<file path="src/rtl/adpcm4_pkg.sv">
package adpcm4_pkg;

    localparam int SMP_W    = 16;
    localparam int STEP_W   = 15;
    localparam int FACT_W   = 10;
    localparam int FRAC_W   = 8;
    localparam int CODE_W   = 4;
    localparam int BYTE_W   = 2 * CODE_W;

    localparam logic [STEP_W-1:0] STEP_MIN = STEP_W'(16'h007F);
    localparam logic [STEP_W-1:0] STEP_MAX = STEP_W'(16'h6000);

    typedef struct packed {
        logic signed [SMP_W-1:0] sig;
        logic [STEP_W-1:0]       step;
    } dec_state_t;

    localparam dec_state_t STATE_INIT = '{sig: '0, step: STEP_MIN};

    // odd magnitude multiplier 2*c+1 selected by the low three code bits
    function automatic logic [CODE_W-1:0] odd_mult(input logic [CODE_W-2:0] c);
        return {c, 1'b1};
    endfunction

    // step scale factor, 8 fractional bits
    function automatic logic [FACT_W-1:0] step_factor(input logic [CODE_W-2:0] c);
        logic [FACT_W-1:0] f;
        case (c)
            3'd4:    f = FACT_W'(307);
            3'd5:    f = FACT_W'(409);
            3'd6:    f = FACT_W'(512);
            3'd7:    f = FACT_W'(614);
            default: f = FACT_W'(230);
        endcase
        return f;
    endfunction

endpackage

</file>
<file path="src/rtl/adpcm4_nibble_feeder.sv">
module adpcm4_nibble_feeder
    import adpcm4_pkg::*;
(
    input  logic              clk,
    input  logic              rst,
    input  logic              flush,
    input  logic              flush_hi,
    input  logic [BYTE_W-1:0] in_byte,
    input  logic              in_valid,
    output logic              in_ready,
    output logic              code_vld,
    output logic [CODE_W-1:0] code,
    output logic              holding
);
    logic              have_q;
    logic              hi_q;
    logic [BYTE_W-1:0] byte_q;

    assign in_ready = !flush && (!have_q || hi_q);
    assign code_vld = have_q && !flush;
    assign code     = hi_q ? byte_q[BYTE_W-1:CODE_W] : byte_q[CODE_W-1:0];
    assign holding  = have_q;

    always_ff @(posedge clk) begin
        if (rst) begin
            have_q <= 1'b0;
            hi_q   <= 1'b0;
            byte_q <= '0;
        end else if (flush) begin
            have_q <= 1'b0;
            hi_q   <= flush_hi;
        end else if (have_q && hi_q) begin
            // upper nibble consumed this cycle; refill if possible
            hi_q <= 1'b0;
            if (in_valid) begin
                byte_q <= in_byte;
                have_q <= 1'b1;
            end else begin
                have_q <= 1'b0;
            end
        end else if (have_q) begin
            hi_q <= 1'b1;
        end else if (in_valid) begin
            byte_q <= in_byte;
            have_q <= 1'b1;
        end
    end
endmodule

</file>
<file path="src/rtl/adpcm4_step_unit.sv">
module adpcm4_step_unit
    import adpcm4_pkg::*;
(
    input  dec_state_t        cur,
    input  logic [CODE_W-1:0] code,
    output dec_state_t        nxt
);
    localparam int PW = STEP_W + CODE_W;
    localparam int SW = ((PW > SMP_W) ? PW : SMP_W) + 2;
    localparam int QW = STEP_W + FACT_W;

    localparam logic signed [SW-1:0] SMAX = SW'((64'sd1 <<< (SMP_W - 1)) - 1);
    localparam logic signed [SW-1:0] SMIN = -SMAX - 1;

    logic [PW-1:0]        prod;
    logic [PW-1:0]        mag;
    logic signed [SW-1:0] sig_e;
    logic signed [SW-1:0] mag_e;
    logic signed [SW-1:0] sum;
    logic [QW-1:0]        qprod;
    logic [QW-1:0]        qscaled;

    always_comb begin
        // difference magnitude, truncated toward zero by working on |x|
        prod  = PW'(cur.step) * PW'(odd_mult(code[CODE_W-2:0]));
        mag   = prod >> 3;
        sig_e = SW'(cur.sig);
        mag_e = SW'(mag);
        sum   = code[CODE_W-1] ? (sig_e - mag_e) : (sig_e + mag_e);

        if (sum > SMAX)      nxt.sig = SMP_W'(SMAX);
        else if (sum < SMIN) nxt.sig = SMP_W'(SMIN);
        else                 nxt.sig = SMP_W'(sum);

        qprod   = QW'(cur.step) * QW'(step_factor(code[CODE_W-2:0]));
        qscaled = qprod >> FRAC_W;

        if (qscaled < QW'(STEP_MIN))      nxt.step = STEP_MIN;
        else if (qscaled > QW'(STEP_MAX)) nxt.step = STEP_MAX;
        else                              nxt.step = STEP_W'(qscaled);
    end
endmodule

</file>
<file path="src/rtl/adpcm4_state_bank.sv">
module adpcm4_state_bank
    import adpcm4_pkg::*;
#(
    parameter int IDX_W = 16
) (
    input  logic             clk,
    input  logic             rst,
    input  logic             restart,
    input  logic             loop_restore,
    input  logic [IDX_W-1:0] loop_idx,
    input  logic             code_vld,
    input  dec_state_t       nxt,
    output dec_state_t       live,
    output dec_state_t       snap
);
    logic [IDX_W-1:0] idx_q;

    always_ff @(posedge clk) begin
        if (rst || restart) begin
            live  <= STATE_INIT;
            snap  <= STATE_INIT;
            idx_q <= '0;
        end else if (loop_restore) begin
            live  <= snap;
            idx_q <= loop_idx;
        end else if (code_vld) begin
            if (idx_q == loop_idx) begin
                snap <= live;
            end
            live  <= nxt;
            idx_q <= idx_q + 1'b1;
        end
    end
endmodule

</file>
<file path="src/rtl/adpcm4_decoder.sv">
module adpcm4_decoder
    import adpcm4_pkg::*;
#(
    parameter int IDX_W = 16
) (
    input  logic                    clk,
    input  logic                    rst,
    input  logic                    restart,
    input  logic                    loop_restore,
    input  logic [IDX_W-1:0]        loop_idx,
    input  logic [BYTE_W-1:0]       in_byte,
    input  logic                    in_valid,
    output logic                    in_ready,
    output logic signed [SMP_W-1:0] out_sample,
    output logic                    out_valid
);
    logic              flush;
    logic              flush_hi;
    logic              code_vld;
    logic [CODE_W-1:0] code;
    logic              holding;
    dec_state_t        cur_st;
    dec_state_t        nxt_st;
    dec_state_t        snap_st;

    assign flush    = restart || loop_restore;
    assign flush_hi = !restart && loop_idx[0];

    adpcm4_nibble_feeder u_feed (
        .clk      (clk),
        .rst      (rst),
        .flush    (flush),
        .flush_hi (flush_hi),
        .in_byte  (in_byte),
        .in_valid (in_valid),
        .in_ready (in_ready),
        .code_vld (code_vld),
        .code     (code),
        .holding  (holding)
    );

    adpcm4_step_unit u_step (
        .cur  (cur_st),
        .code (code),
        .nxt  (nxt_st)
    );

    adpcm4_state_bank #(.IDX_W(IDX_W)) u_bank (
        .clk          (clk),
        .rst          (rst),
        .restart      (restart),
        .loop_restore (loop_restore),
        .loop_idx     (loop_idx),
        .code_vld     (code_vld),
        .nxt          (nxt_st),
        .live         (cur_st),
        .snap         (snap_st)
    );

    always_ff @(posedge clk) begin
        if (rst) begin
            out_valid  <= 1'b0;
            out_sample <= '0;
        end else begin
            out_valid <= code_vld;
            if (code_vld) begin
                out_sample <= nxt_st.sig;
            end
        end
    end
endmodule

</file>
<file path="config.mk">
export PLATFORM = sky130hd
export DESIGN_NAME = adpcm4_decoder
export DESIGN_NICKNAME = d
export VERILOG_FILES = /design/src/rtl/adpcm4_pkg.sv /design/src/rtl/adpcm4_nibble_feeder.sv /design/src/rtl/adpcm4_step_unit.sv /design/src/rtl/adpcm4_state_bank.sv /design/src/rtl/adpcm4_decoder.sv
export SDC_FILE = /design/constraint.sdc
export NUM_CORES = 1
export LEC_CHECK = 0
export BUFFER_PORTS_ARGS = -buffer_cell sky130_fd_sc_hd__buf_2
export CAP_MARGIN = 20
export CORE_MARGIN = 4
export CORE_UTILIZATION = 30
export DETAILED_ROUTE_END_ITERATION = 10
export HOLD_SLACK_MARGIN = 0.03
export RECOVER_POWER = 50
export SYNTH_ARGS = -nofsm -noshare
export SYNTH_HDL_FRONTEND = slang
export SYNTH_HIERARCHICAL = 1
export SYNTH_SLANG_ARGS = --single-unit
</file>
<file path="constraint.sdc">
create_clock -name clk -period 7.25 [get_ports clk]
set_input_delay 1.8125 -clock clk [delete_from_list [all_inputs] [get_ports clk]]
set_output_delay 1.8125 -clock clk [all_outputs]
set_load 0.01 [all_outputs]
</file>
== After elaboration in Yosys (flattened, before gate mapping) ==
Index checks and enable logic that the tools add are counted.
Widths: inputs -> output; s select.

* Register bits after elaboration: 105

* Mux-type cells: 20
* Bitwise gates (word level): 2
* Eq/ne operators: 6
* Reductions and logical operators: 15
* Add/subtract/negate cells: 3
* Multiply operators: 2
* $lt $le $gt $ge: 4

{| class="wikitable"
|+ Operator list
! kind !! count
|-
| $mux 16 || 4
|-
| $mux 31 || 2
|-
| $pmux 10 s4 || 1
|-
| $mux 15 || 2
|-
| $mul 15x10->25 || 1
|-
| $mux 8 || 3
|-
| $gt 21x16->1 const B || 1
|-
| $lt 21x16->1 const B || 1
|-
| $mux 21 || 1
|-
| $mul 15x4->19 || 1
|-
| $add 16x17->18 || 1
|-
| $sub 16x17->18 || 1
|-
| $gt 17x15->1 const B || 1
|-
| $lt 17x7->1 const B || 1
|-
| $add 16x1->16 const B || 1
|-
| $eq 16x16->1 || 1
|-
| $eq 3x3->1 const B || 4
|-
| $mux 1 || 6
|-
| $logic_and 1x1->1 || 4
|-
| $mux 4 || 1
|-
| $logic_not 1->1 || 3
|-
| $logic_or 1x1->1 || 3
|-
| $reduce_and 3->1 || 1
|-
| $reduce_bool 3->1 || 1
|-
| 5 further kinds || 6
|}

== Logic depth before layout (Yosys ltp) ==
Gate-level depths: netlist of the first run.

* Depth after elaboration: 9
* Mapped depth: 34

== Hierarchy ==
The synthesis of the first run kept the hierarchy.

{| class="wikitable"
|+ By module, submodules not included
! module !! instances !! cells an instance !! sequential area each (µm²) !! area each (µm²)
|-
| adpcm4_step_unit || 1 || 1025 || 0.0 || 8261.7
|-
| adpcm4_state_bank || 1 || 435 || 1561.5 || 3599.7
|-
| adpcm4_decoder || 1 || 56 || 340.3 || 620.6
|-
| adpcm4_nibble_feeder || 1 || 50 || 200.2 || 563.0
|}

== Least setup slack after synthesis of the first run ==
OpenSTA, ideal clock, no wires.

* Kind: register to register
* Start point: register u_feed.hi_q
* End point: register u_bank/live[7] in the netlist's numbering
* Setup slack: 0.213 ns
* Required time: 7.185 ns
* Library setup time: 0.065 ns
* Stages on the path, launching flop included: 29
* Path buffers: 4
* Arrival: 6.972 ns
* Path through: dfxtp_1 -> buf_6 -> mux2_2 -> nor2b_1 -> clkbuf_1 -> clkbuf_1 -> nand2_1 -> fa_1 -> inv_1 -> fa_1 -> fa_1 -> fa_1 -> inv_1 -> fa_1 -> inv_1 -> ha_1 -> clkbuf_1 -> a21o_1 -> and2_1 -> nor3_1 -> a21oi_1 -> or4_1 -> a211oi_1 -> a22oi_1 -> nor3_1 -> mux2i_1 -> nor2_1 -> a21oi_1 -> nor2_1

{| class="wikitable"
|+ RTL lines
! what !! line !! text
|-
| start: declaration || adpcm4_nibble_feeder.sv:16 || <nowiki>logic hi_q;</nowiki>
|-
| start signal: assignment || adpcm4_nibble_feeder.sv:31 || <nowiki>hi_q <= flush_hi;</nowiki>
|-
| end signal: assignment || adpcm4_state_bank.sv:24 || <nowiki>live <= snap;</nowiki>
|-
| end signal: assignment || adpcm4_state_bank.sv:30 || <nowiki>live <= nxt;</nowiki>
|-
| end: declaration || adpcm4_state_bank.sv:13 || <nowiki>output dec_state_t live,</nowiki>
|}

==> results of run 1 <==
cell usage in the layout, fill, tap and decap left out, types with 41 or more instances in the layout:
cell type / n
o21ai_0: 68
and2_1: 60
nand3_1: 60
nand2_1: 120
ha_1: 92
dfxtp_1: 104
a21oi_1: 94
buf_4: 111
mux2i_1: 58
xor2_1: 41
fa_1: 127
nor2_1: 124
inv_1: 184
repair_timing:
item / 4_1_cts / 5_1_grt
cloned: 0 / 0
resized for setup: 6 / 88
buffers inserted: 2 / 9
pin swaps: 0 / 22
setup endpoints to repair: 19 / 44
registers in the layout (all words and copies together) (netlist names):
register,flops
u_bank/idx_q,16
u_bank/live,31
u_feed/byte_q,8
u_bank/snap,31
out_sample,16
u_feed/hi_q,1
u_feed/holding,1
out_valid,1
logic make-up (layout without fill, tap and decap cells):
kind of cell    after synthesis  after routing
simple gates                515            515
fa+ha+maj                   226            226
mux                          64             64
xor+xnor                     77             77
buf+inv                     260            369
flops                       105            105
compound gates              319            319
stage by stage:
step           instances  power, W
6_report            2260   0.00269
5_1_grt             2260   0.00288
4_1_cts             2250   0.00261
3_5_place_dp        2233   0.00213
3_3_place_gp        2233   0.00211
2_1_floorplan       1566   0.00152
metal layers:
| layer | global-route usage, % | vias to the layer above |
|---|---|---|
| met2 | 23.8 | 270 |
| met3 | 1.42 | 27 |
| li1 | - | 5495 |
| met4 | 2.60 | 0 |
| met1 | 20.8 | 5467 |
| met5 | 0 | - |
where the power goes:
part	total (W)	switching (W)	internal [W]
Sequential	0.000590	0.00000746	0.000583
Combinational	0.00163	0.000908	0.000724
Clock	0.000467	0.000229	0.000239
layout make-up:
cell class                 count  share of cell area [%]
timing repair buffer         167                    7.78
inverter                     187                    4.70
sequential                   105                    13.8
tap                          585                    4.81
multi-input combinational   1201                    67.1
clock inverter                 5                   0.304
clock buffer                  10                    1.50
worst max-delay path, delay by kind of cell, from the launching register on:
| family | cells | cell delay [ns] |
|---|---|---|
| flops | 1 | 0.37 |
| buf+inv | 5 | 0.59 |
| fa+ha+maj | 6 | 2.78 |
| xor+xnor | 1 | 0.20 |
| simple gates | 5 | 0.53 |
| compound gates | 9 | 1.91 |
| mux | 2 | 0.48 |
worst max-delay path by stage:
stage | from | to | slack, ns | depth (start not counted)
2_1_floorplan | u_feed/hi_q | u_bank/live[7] | 0.21 | 28
3_3_place_gp | u_feed/hi_q | u_bank/live[8] | -0.10 | 28
3_5_place_dp | u_feed/hi_q | u_bank/live[25] | -0.10 | 31
4_1_cts | u_feed/hi_q | u_bank/live[8] | 0.002 | 28
5_1_grt | u_feed/hi_q | u_bank/live[16] | -0.08 | 31
6_report | u_feed/hi_q | u_bank/live[8] | 0.25 | 28
==> results.md, run 1 <==
- Status: finished with violations
- Failing checks: max-capacitance violations, max-slew violations
- Most common cell in the netlist: inv_1
- CTS tree: built
- Total of max-cap violations: 2
- DR WL met3: ~1400 um
- Final Routed Wirelength: around 36000 um
- Yosys cell types: 93
- ANT cells: 0
- Final setup violation count: 0
- Post-Synth Simple-Gate Area: about a fifth
- Die extent in x: around 220 um
- Post-synth design cell area: ~13000 um2
- Multi-input gate area: about 10000 um2
- Synth Area in Compound Gates: between 15 and 20%
- Total GRT Usage: ~14%
- Post-DP HPWL: between 20000 and 30000 um
- Leakage: between 6 and 7 nW
- Reg area: around 2100 um2
- Post-synthesis cell count: around 1.6k
- Top cell type's share of synthesized area: approximately a fifth
- Reg2Reg Setup Slack: 0.25 ns
- Post-synth EDFFs: 0
- Number of vias per cell: between 4 and 5
- Post-Syn Nets: 1821
- Die Y: 217 um
- PD cells: 177 nW/um2
- Overflow after GRT: 0
- Fin. max-slew vios: 32
- Antenna viol nets, final: 0
- Initial core utilization: a little under a third
- Worst Hold Depth: 2
- Measured slew at the worst slew-check pin: about 1.5 ns
- R2R Path Start: u_feed/hi_q
- H-Tree Depth: 3
- Vias in the first global route: about 11k
- Xor/xnor share of the synthesized area: under 10%
- Final setup margin: around 0.25 ns
- Final Skew: 0.0169 ns
- Worst R2R Path Depth: 28
- DR vias: 11.3k
- Max_slew headroom: -3.27%
- Post-synthesis mux area share: 5.05%
- Placement Rows: 76
- IO Count: 47
- Hold buffers post-CTS: 0
- Syn Area/Cell: ~8.3 um2
- Routed WL per cell: 15.8 um
- Synth top cells by count: 185 x inv_1, 128 x fa_1, 127 x nor2_1
- CP peak stage delay: 0.55 ns
- Synth Area in Adders: ~29%
- Largest net degree at the start of global routing: just over 60
- Initial antenna violation count: 0
- Critical path class: reg -> reg
- Min-delay src: u_bank/snap[26]
- CP most frequent cell: fa_1
- First DRT Iteration DRCs: between 600 and 700
- Final instance area: 15200 um2
- FF-to-FF End: u_bank/live[8]
- Crit Path Max Fanout: 6
- Area after DPL: ~14000 um2
- CORE AREA: roughly 43000 um2
- Largest area contributor in the netlist: fa_1
- Max Fclk: 143 MHz
- Setup TNS Final: 0 ns
- Hold slack: between 0.4 and 0.5 ns
- Share of cells above drive strength 1: between 15 and 20%
- CTS Sinks: around 110
- # fillers: 4454
- Met2 wire length: roughly 17000 um
- Clk_lat worst skew: approximately 0.34 ns
- Ranking of synthesized cells by area: fa_1 20%, dfxtp_1 16%, ha_1 9.4%
- Place WS: -0.101 ns
- Synth async-reset ratio: 0%
- CP max stage cell: fa_1
- Area grow syn2layout: 16.7%
- Port bufs: 46
- Post-layout min period: ~7.0 ns
- Clk slew on worst S/H paths: around 0.08 ns
- Wire length of the first global-routing pass: 56200 um
- First drt pass iteration count: 5
- Final Cycle Share: between 90% and 100%
- Final core utilization: roughly 35%
- Setup crit end kind: register
- Worst setup SP type: register
- Flops & latches, synth: 105
- Placer Congestion: between 0.8 and 0.9
- Hold endpoint: u_bank/snap[26]
- WP data arrival: roughly 7.2 ns
- Final hold vios: 0
- Root Driver: clkbuf_16
- Seq/Total Area, Yosys: between 15 and 20%
- Nets@finish: 1926
- Residual DRC: 0
- Critical Path RT: 7.44 ns
- Synth Flop Type: dfxtp_1
- Min-delay worst type: reg -> reg
- Die area: roughly 47000 um2
- Bufs on Longest Clock Path: 2
- Max IR drop VDD: 0.139 mV
- Metal-1 WL: approximately 17000 um
- Largest family of logic cells by synthesized area: adder cells
- Top layer reached by signal wires: met4
- TritonCTS buffer count: 9
- Synth warn: 6
No activity file was read; power rests on OpenSTA's default activity.
==> run 2, diff against run 1 <==
- CAP_MARGIN: 20 -> unset
- PLACE_DENSITY_LB_ADDON: unset -> 0.2
==> run 2 against run 1 <==
  * The run still ends with max-capacitance violations, max-slew violations left
  * Clock power up 7.3%
  * Clock skew down 0.0020 ns
  * Non-clock buffer count up 42
  * Maximum frequency up 0.32%
  * Via count down 0.25%
  * Register-to-register slack better by 0.02 ns
  * Clock-buffer cell count down 1
  * Final area up 3.0%
  * Critical endpoint is now u_bank/live[5]
  * Largest cell class unchanged
  * Largest power group unchanged
==> results.md, run 2 (synthesized netlist as in run 1, its figures left out) <==
- Final Cycle Share: between 90 and 100%
- Routed WL per cell: about 16 um
- DR vias: 11.2k
- Area after DPL: ~15000 um2
- Final Routed Wirelength: 37900 um
- Initial antenna violation count: 0
- Final core utilization: 36.4%
- Status: finished with violations
- Failing checks: max-capacitance violations, max-slew violations
- Total of max-cap violations: 1
- Max Fclk: approximately 140 MHz
- Min-delay src: u_bank/snap[21]
- Worst Hold Depth: 2
- First drt pass iteration count: 5
- TritonCTS buffer count: 9
- Most frequent cells in the layout: 185 x inv_1, 152 x buf_4, 126 x fa_1, 123 x nor2_1, 116 x nand2_1
- Vias in the first global route: between 10k and 15k
- Post-layout min period: around 7 ns
- Min-delay worst type: reg -> reg
- CTS Sinks: around 110
- Bufs on Longest Clock Path: 2
- Die area: roughly 47000 um2
- IO Count: 47
- Share of cells above drive strength 1: about a fifth
- Residual DRC: 0
- Total GRT Usage: 15.7%
- Max IR drop VDD: about 0.15 mV
- Die extent in x: 217 um
- Post-DP HPWL: approximately 30000 um
- Crit. path cell count: 31
- Initial core utilization: between 30 and 40%
- Leakage: approximately 7 nW
- Worst R2R Path Depth: 31
- Clk_lat worst skew: 0.35 ns
- Overflow after GRT: 0
- Critical path class: reg -> reg
- Antenna viol nets, final: 0
- Die Y: between 200 and 250 um
- Max_slew headroom: -6.70%
- Final setup violation count: 0
- Root Driver: clkbuf_16
- Most common cell after layout, fill and taps aside: inv_1
- Largest net degree at the start of global routing: 60
- WP data arrival: ~7.3 ns
- Finished Layout Cells: approximately 2.3k
- First DRT Iteration DRCs: ~620
- Fin. max-slew vios: 9
- Final Skew: approximately 0.015 ns
- Number of vias per cell: 4.88
- Placer Congestion: about 0.87
- Clk slew on worst S/H paths: approximately 0.070 ns
- Worst setup startpoint: u_feed/hi_q
- CP peak stage delay: about 0.56 ns
- Largest registers: u_bank/live (31), u_bank/snap (31)
- CORE AREA: about 43000 um2
- Crit Path Max Fanout: 9
- Setup crit end kind: register
- Setup TNS Final: 0 ns
- Critical Path RT: roughly 7.5 ns
- CTS tree: built
- Wire length of the first global-routing pass: about 60000 um
- Final instance area: roughly 16000 um2
- Port bufs: between 40 and 50
- Measured slew at the worst slew-check pin: between 1.5 and 2 ns
- DP Cell Count: ~2.3k
- Delay-heaviest family, CP: adder cells
- Placement Rows: between 70 and 80
- Worst setup SP type: register
- H-Tree Depth: 3
- CP max stage cell: fa_1
- Nets@finish: 1969
- ANT cells: 0
- PD cells: 185 nW/um2
- Area grow syn2layout: 20.2%
- R2R Path Start: u_feed/hi_q
- Final hold vios: 0
- Hold slack: between 0.4 and 0.5 ns
- Critical path buffer and inverter count: 9
[run 2: cell types whose count changed in the layout (fill, tap and decap cells not counted), moves of 4 or more]
cell / delta
a21oi_1: +4
buf_4: +41
nand2_1: -4
o21ai_0: -6
o21ai_1: +5
[run 2: metal layers]
layer,vias up,share of wire [%],GRT usage (%)
li1,5568,-,-
met2,164,46,25.5
met1,5489,50,23.5
met3,10,2.9,1.11
met4,0,0.49,1.79
met5,-,0,0
[run 2: final timing paths]
path | endpoint | slack, ns
setup / recovery | u_bank/live[5] | 0.27
hold / removal | u_bank/snap[21] | 0.48
setup reg to reg | u_bank/live[5] | 0.27
hold reg to reg | u_bank/snap[21] | 0.48
[run 2: through the flow]
stage	worst slack, ns	total power, W
2_1_floorplan	0.213	0.00152
3_3_place_gp	-0.126	0.00224
3_5_place_dp	-0.159	0.00224
4_1_cts	0.000488	0.00278
5_1_grt	-0.0950	0.00314
6_report	0.271	0.00291
[run 2: area by class of cell]
| class | count | area [um2] |
|---|---|---|
| Fill cell | 4503 | 27400 |
| Multi-Input combinational cell | 1202 | 10300 |
| Sequential cell | 105 | 2110 |
| Timing Repair Buffer | 209 | 1530 |
| Tap cell | 585 | 732 |
| Inverter | 187 | 702 |
| Clock buffer | 9 | 225 |
| Clock inverter | 6 | 76.3 |
[run 2: power by group]
group | total, W | leakage, nW | internal, W | switching, W
registers | 0.000591 | 0.850 | 0.000583 | 0.00000778
clock network | 0.000501 | 0.148 | 0.000272 | 0.000229
logic | 0.00181 | 6.04 | 0.000842 | 0.000972
[run 2: worst min-delay path: stages (launching register included)]
cell	delay (ns)
dfxtp_1	0.31
o21ai_0	0.06
a21oi_1	0.06
[run 2: repair_timing]
item,4_1_cts,5_1_grt
cloned,0,3
setup endpoints to repair,33,45
hold buffers,0,0
resized for setup,12,101
buffers inserted,1,13
pin swaps,0,48
